<file path="src/rtl/regsel_pkg.sv">
package regsel_pkg;
    localparam int WORD_W = 32;
    localparam int BANK_W = 2;
    localparam int IM_W   = 2;

    // Field positions inside the control word
    localparam int P_MAIN_BANK = 0;
    localparam int P_IX_BANK   = 2;
    localparam int P_IY_BANK   = 4;
    localparam int P_MAIN_ALT  = 8;
    localparam int P_IX_ALT    = 9;
    localparam int P_IY_ALT    = 10;
    localparam int P_XM        = 12;
    localparam int P_IE        = 13;
    localparam int P_IM        = 16;

    typedef enum logic {
        MODE_NATIVE   = 1'b0,
        MODE_EXTENDED = 1'b1
    } mode_e;

    typedef struct packed {
        logic [BANK_W-1:0] main_bank;
        logic [BANK_W-1:0] ix_bank;
        logic [BANK_W-1:0] iy_bank;
        logic              main_alt;
        logic              ix_alt;
        logic              iy_alt;
        logic              ie;
        logic [IM_W-1:0]   im;
    } fields_t;
endpackage

</file>
<file path="src/rtl/regsel_mode_fsm.sv">
module regsel_mode_fsm
    import regsel_pkg::*;
(
    input  logic clk,
    input  logic rst_n,
    input  logic set_pulse,
    output logic ext_mode
);
    mode_e state_q, state_d;

    // State register
    always_ff @(posedge clk or negedge rst_n) begin
        if (!rst_n) state_q <= MODE_NATIVE;
        else        state_q <= state_d;
    end

    // Transitions: T_ENTER_EXT and T_HOLD_EXT
    always_comb begin
        state_d = state_q;
        unique case (state_q)
            MODE_NATIVE:   if (set_pulse) state_d = MODE_EXTENDED;
            MODE_EXTENDED: state_d = MODE_EXTENDED;
        endcase
    end

    // Outputs
    always_comb begin
        ext_mode = (state_q == MODE_EXTENDED);
    end

    a_r6_enter_ext: assert property (@(posedge clk) disable iff (!rst_n)
        set_pulse |=> ext_mode);
    a_r7_one_way: assert property (@(posedge clk) disable iff (!rst_n)
        ext_mode |=> ext_mode);
endmodule

</file>
<file path="src/rtl/regsel_fields.sv">
module regsel_fields
    import regsel_pkg::*;
#(
    parameter int W = WORD_W
) (
    input  logic            clk,
    input  logic            rst_n,
    input  logic            load_en,
    input  logic [W-1:0]    load_data,
    input  logic            xchg_pulse,
    input  logic            im_pulse,
    input  logic [IM_W-1:0] im_val,
    input  logic            ei_pulse,
    input  logic            di_pulse,
    output fields_t         fields
);
    fields_t q, d;

    always_comb begin
        d = q;
        if (load_en) begin
            d.main_bank = load_data[P_MAIN_BANK +: BANK_W];
            d.ix_bank   = load_data[P_IX_BANK +: BANK_W];
            d.iy_bank   = load_data[P_IY_BANK +: BANK_W];
            d.main_alt  = load_data[P_MAIN_ALT];
            d.ix_alt    = load_data[P_IX_ALT];
            d.iy_alt    = load_data[P_IY_ALT];
            d.ie        = load_data[P_IE];
            d.im        = load_data[P_IM +: IM_W];
        end else begin
            if (xchg_pulse) d.main_alt = ~q.main_alt;
            if (im_pulse)   d.im = im_val;
            if (di_pulse)      d.ie = 1'b0;
            else if (ei_pulse) d.ie = 1'b1;
        end
    end

    always_ff @(posedge clk or negedge rst_n) begin
        if (!rst_n) q <= '0;
        else        q <= d;
    end

    assign fields = q;

    a_r4_exchange: assert property (@(posedge clk) disable iff (!rst_n)
        (xchg_pulse && !load_en) |=> (fields.main_alt != $past(fields.main_alt))
            && $stable(fields.main_bank) && $stable(fields.ix_bank)
            && $stable(fields.iy_bank) && $stable(fields.ix_alt) && $stable(fields.iy_alt));
    a_r5_load_first: assert property (@(posedge clk) disable iff (!rst_n)
        (load_en && xchg_pulse) |=> fields.main_alt == $past(load_data[P_MAIN_ALT]));
    a_r8_int_mode: assert property (@(posedge clk) disable iff (!rst_n)
        (im_pulse && !load_en) |=> fields.im == $past(im_val));
    a_r9_disable_wins: assert property (@(posedge clk) disable iff (!rst_n)
        (di_pulse && !load_en) |=> !fields.ie);
    a_r9_enable: assert property (@(posedge clk) disable iff (!rst_n)
        (ei_pulse && !di_pulse && !load_en) |=> fields.ie);
    a_r11_idle: assert property (@(posedge clk) disable iff (!rst_n)
        !(load_en || xchg_pulse || im_pulse || ei_pulse || di_pulse) |=> $stable(fields));
endmodule

</file>
<file path="src/rtl/regsel_decode.sv">
module regsel_decode
    import regsel_pkg::*;
#(
    parameter int W = WORD_W
) (
    input  fields_t           fields,
    input  logic              ext_in,
    output logic [W-1:0]      word,
    output logic [BANK_W-1:0] main_bank,
    output logic [BANK_W-1:0] ix_bank,
    output logic [BANK_W-1:0] iy_bank,
    output logic              main_alt,
    output logic              ix_alt,
    output logic              iy_alt,
    output logic              ext_mode,
    output logic              int_en,
    output logic [IM_W-1:0]   int_mode
);
    always_comb begin
        word = '0;
        word[P_MAIN_BANK +: BANK_W] = fields.main_bank;
        word[P_IX_BANK +: BANK_W]   = fields.ix_bank;
        word[P_IY_BANK +: BANK_W]   = fields.iy_bank;
        word[P_MAIN_ALT]            = fields.main_alt;
        word[P_IX_ALT]              = fields.ix_alt;
        word[P_IY_ALT]              = fields.iy_alt;
        word[P_XM]                  = ext_in;
        word[P_IE]                  = fields.ie;
        word[P_IM +: IM_W]          = fields.im;
    end

    assign main_bank = fields.main_bank;
    assign ix_bank   = fields.ix_bank;
    assign iy_bank   = fields.iy_bank;
    assign main_alt  = fields.main_alt;
    assign ix_alt    = fields.ix_alt;
    assign iy_alt    = fields.iy_alt;
    assign ext_mode  = ext_in;
    assign int_en    = fields.ie;
    assign int_mode  = fields.im;
endmodule

</file>
<file path="src/rtl/regset_select.sv">
module regset_select
    import regsel_pkg::*;
(
    input  logic              clk,
    input  logic              rst_n,
    input  logic              load_en,
    input  logic [WORD_W-1:0] load_data,
    input  logic              xchg_pulse,
    input  logic              setxm_pulse,
    input  logic              im_pulse,
    input  logic [IM_W-1:0]   im_val,
    input  logic              ei_pulse,
    input  logic              di_pulse,
    output logic [WORD_W-1:0] rd_data,
    output logic [BANK_W-1:0] main_bank,
    output logic [BANK_W-1:0] ix_bank,
    output logic [BANK_W-1:0] iy_bank,
    output logic              main_alt,
    output logic              ix_alt,
    output logic              iy_alt,
    output logic              ext_mode,
    output logic              int_en,
    output logic [IM_W-1:0]   int_mode
);
    fields_t fields;
    logic    ext_q;

    regsel_fields #(.W(WORD_W)) i_fields (
        .clk(clk), .rst_n(rst_n), .load_en(load_en), .load_data(load_data),
        .xchg_pulse(xchg_pulse), .im_pulse(im_pulse), .im_val(im_val),
        .ei_pulse(ei_pulse), .di_pulse(di_pulse), .fields(fields)
    );

    regsel_mode_fsm i_mode (
        .clk(clk), .rst_n(rst_n), .set_pulse(setxm_pulse), .ext_mode(ext_q)
    );

    regsel_decode #(.W(WORD_W)) i_decode (
        .fields(fields), .ext_in(ext_q), .word(rd_data),
        .main_bank(main_bank), .ix_bank(ix_bank), .iy_bank(iy_bank),
        .main_alt(main_alt), .ix_alt(ix_alt), .iy_alt(iy_alt),
        .ext_mode(ext_mode), .int_en(int_en), .int_mode(int_mode)
    );

    a_r2_load_banks: assert property (@(posedge clk) disable iff (!rst_n)
        load_en |=> (main_bank == $past(load_data[P_MAIN_BANK +: BANK_W]))
            && (ix_bank == $past(load_data[P_IX_BANK +: BANK_W]))
            && (iy_bank == $past(load_data[P_IY_BANK +: BANK_W])));
    a_r7_load_no_clear: assert property (@(posedge clk) disable iff (!rst_n)
        (load_en && !setxm_pulse) |=> rd_data[P_XM] == $past(ext_mode));
endmodule

</file>
<file path="config.mk">
export PLATFORM = sky130hd
export DESIGN_NAME = regset_select
export DESIGN_NICKNAME = d
export VERILOG_FILES = /design/src/rtl/regsel_pkg.sv /design/src/rtl/regsel_mode_fsm.sv /design/src/rtl/regsel_fields.sv /design/src/rtl/regsel_decode.sv /design/src/rtl/regset_select.sv
export SDC_FILE = /design/constraint.sdc
export NUM_CORES = 1
export LEC_CHECK = 0
export BUFFER_PORTS_ARGS = -buffer_cell sky130_fd_sc_hd__buf_4
export CORE_ASPECT_RATIO = 0.8
export CORE_UTILIZATION = 30
export DETAILED_ROUTE_END_ITERATION = 8
export GPL_TIMING_DRIVEN = 0
export HOLD_SLACK_MARGIN = 0.06
export PLACE_DENSITY = 0.8
export SLEW_MARGIN = 40
export SYNTH_ARGS = -nofsm -noshare
export SYNTH_HDL_FRONTEND = slang
export SYNTH_SLANG_ARGS = --single-unit
</file>
<file path="constraint.sdc">
create_clock -name clk -period 0.8 [get_ports clk]
set_clock_uncertainty 0.05 [all_clocks]
set_input_delay 0.04 -clock clk [delete_from_list [all_inputs] [get_ports clk]]
set_output_delay 0.04 -clock clk [all_outputs]
set_load 0.1 [all_outputs]
</file>
==> summary.md <==
| Metric | Value |
|---|---|
| Hold Buf Count CTS | `9` |
| Critical path data required time | `about 710 ps` |
| Max-slew violation count | `0` |
| IO Pins | `87` |
| Synth warn | `0` |
| Reg-to-reg setup timing slack | `-220 ps` |
| Post-Syn Instances | `a little under 70` |
| Max VDD drop | `1240 uV` |
| Drt total wl | `2110 um` |
| Post-route insts no fill | `183` |
| Initial DRC count | `7` |
| Post-synthesis area per instance | `about 11 um2` |
| Skew-Pair Late Insertion Delay | `between 200 and 300 ps` |
| Static leakage | `0.868 nW` |
| Post-synth cell types | `14` |
| Core area | `2440 um2` |
| P&R area growth vs syn | `130%` |
| Share of layout cells above drive strength 1 | `0.728` |
| Chip width | `just under 60 um` |
| DP Wirelength | `~1400 um` |
| Nets | `between 150 and 200` |
| Min-Delay Path Depth | `2` |
| RD Place Congestion | `around 0.65` |
| Antenna Violating Nets Remaining | `0` |
| #FFs+latches synth | `13` |
| Max-Cap Viols | `0` |
| Hold Path Origin | `load_data[2]` |
| Sw Share | `0.507` |
| CP Launch Type | `flip-flop` |
| Psw | `around 1.8 mW` |
| Status | `finished, violations left` |
| Placed Instances | `between 150 and 200` |
| Tightest Hold Check Type | `in -> reg` |
| Minimum clock period | `about 1200 ps` |
| Reg2reg start | `i_fields.fields[5]$_DFFE_PN0P_` |
| Via density | `about 3.7` |
| Cell internal pwr | `between 1.5 and 2 mW` |
| WS Path Type | `reg -> out` |
| CTS Sinks | `13` |
| Die H | `approximately 47 um` |
| Post-route clock period utilization | `1.45` |
| DR vias | `686` |
| Cts bufs inserted | `3` |
| Gate power share | `0.648` |
| H-tree levels | `1` |
| Setup violations, final | `39` |
| Clock buffer depth | `2` |
| Clk root buf | `clkbuf_4` |
| RSZ-0062 raised after global routing | `yes` |
| Setup crit end kind | `output port` |
| Failing checks | `hold timing, setup timing` |
| CP max FO | `3` |
| Final Cell Area | `1770 um2` |
| Arrival time worst endpoint | `between 1000 and 1500 ps` |
| Largest net degree at the start of global routing | `14` |
| Reg power frac | `0.240` |
| Vias in the first global route | `between 600 and 700` |
| Die area | `2770 um2` |
| Number of diodes | `0` |
| Grt total ovfl | `0` |
| Post-DP Area | `between 1000 and 1500 um2` |
| CTS tree | `yes` |
| Clock power frac | `0.112` |
| Per-cell routed wire length | `between 10 and 15 um` |
| Initial antenna violation count | `0` |
| Clk pin slew, worst setup/hold paths | `80 ps` |
| Fin. Hold Viols | `8` |
| Max Clock Freq | `861 MHz` |
| PD cells | `between 2000 and 2500 nW/um2` |
| Worst Slack Setup Final | `-361 ps` |
| Remaining DRCs | `0` |
| GR Util All Layers | `0.154` |
| # rows | `16` |
| TritonRoute pass-1 iters | `2` |
| Synthesized area | `roughly 770 um2` |
| Sequential area share after synthesis | `0.423` |
| Crit path from | `i_fields.fields[8]$_DFFE_PN0P_` |
| R2r worst-path depth | `3` |
| Initial Util | `0.315` |
| First-pass GRT wire length | `2970 um` |
| PortBufs | `46` |
| Min Hold Slack | `-57.5 ps` |
-- cell usage after synthesis (all sizes together) --
library cell  instances  area share
buf                  34        0.35
conb                  1      0.0049
dfrtp                13        0.42
mux2                  8        0.13
mux2i                 2       0.026
nand2                 4       0.020
nor2                  1      0.0049
o21ai                 3       0.020
o31ai                 1      0.0098
or2                   1      0.0081
xnor2                 1       0.011
-- metrics by stage --
step	setup slack (ps)	utilization	power [mW]	TNS (ps)
finish	-361	0.725	3.55	-9580
global placement	-111	0.553	2.72	-2280
global route	-389	0.725	3.66	-10650
floorplan	-280	-	2.44	-5520
detailed placement	-144	0.553	2.74	-2630
CTS	-363	0.714	3.52	-9930
-- flip-flops by register name (all words and copies together), names as in the netlist --
signal / flops
i_fields.fields: 12
i_mode.ext_mode: 1
-- worst max-delay path, cell delays in order, from the launching register on --
cell and delay [ps]:
dfrtp_4 510, buf_6 130, buf_12 150
-- area by class of cell --
| type | count | area [um2] |
|---|---|---|
| repair buffers | 56 | 719 |
| fillers | 176 | 672 |
| flip-flops and latches | 13 | 374 |
| plain buffers | 34 | 350 |
| multi-input cells | 40 | 255 |
| well taps | 36 | 45.0 |
| clock buffers | 4 | 26.3 |
-- routing by layer --
layer  routed length, um  global-route usage  part of all wire
met5                   0                   0                 0
met4                   0              0.0286                 0
met3                 181              0.0634             0.086
met2                1290               0.324              0.61
met1                 647               0.142              0.31
-- power groups by stage --
stage,Clock (mW),Sequential [mW],Combinational [mW]
2_1_floorplan,0,1.28,1.16
3_3_place_gp,0,0.829,1.89
3_5_place_dp,0,0.837,1.91
4_1_cts,0.415,0.847,2.26
5_1_grt,0.444,0.862,2.35
6_report,0.397,0.852,2.30
-- path summary, 6_finish.rpt --
kind                                                   to
max in group asynchronous  i_fields.fields[0]$_DFFE_PN0P_
hold / removal             i_fields.fields[8]$_DFFE_PN0P_
min in group asynchronous  i_fields.fields[2]$_DFFE_PN0P_
setup / recovery                               rd_data[2]
setup reg to reg           i_fields.fields[5]$_DFFE_PN0P_
hold reg to reg                 i_mode.ext_mode$_DFF_PN0_
-- cell families after synthesis --
family	count (synthesis)	synth area share
AOI/OAI and AO/OA	4	0.0293
and+or+nand+nor	6	0.0325
other	1	0.00487
xor gates and xnor gates	1	0.0114
muxes	10	0.153
DFF	13	0.423
buffers and inverters	34	0.346
-- cell usage in the layout, fill, tap and decap left out --
cell and n:
mux2i_1 2, buf_8 2, clkbuf_1 1, mux2_2 6, dfrtp_4 13, buf_4 40, o21ai_1 3, or2_4 1
dlygate4sd3_1 9, o31ai_1 1, mux2_4 2, buf_6 15, nor2_1 1, nand2_1 4, clkbuf_4 3, xnor2_2 1
conb_1 19, buf_12 24
-- repair_timing --
item / CTS / global route
setup endpoints to repair: 39 / 39
resized for setup: 68 / 6
hold endpoints to repair: 26 / 11
pin swaps: 2 / 2
buffers inserted: 1 / 0
(Power assumes the default switching activity.)
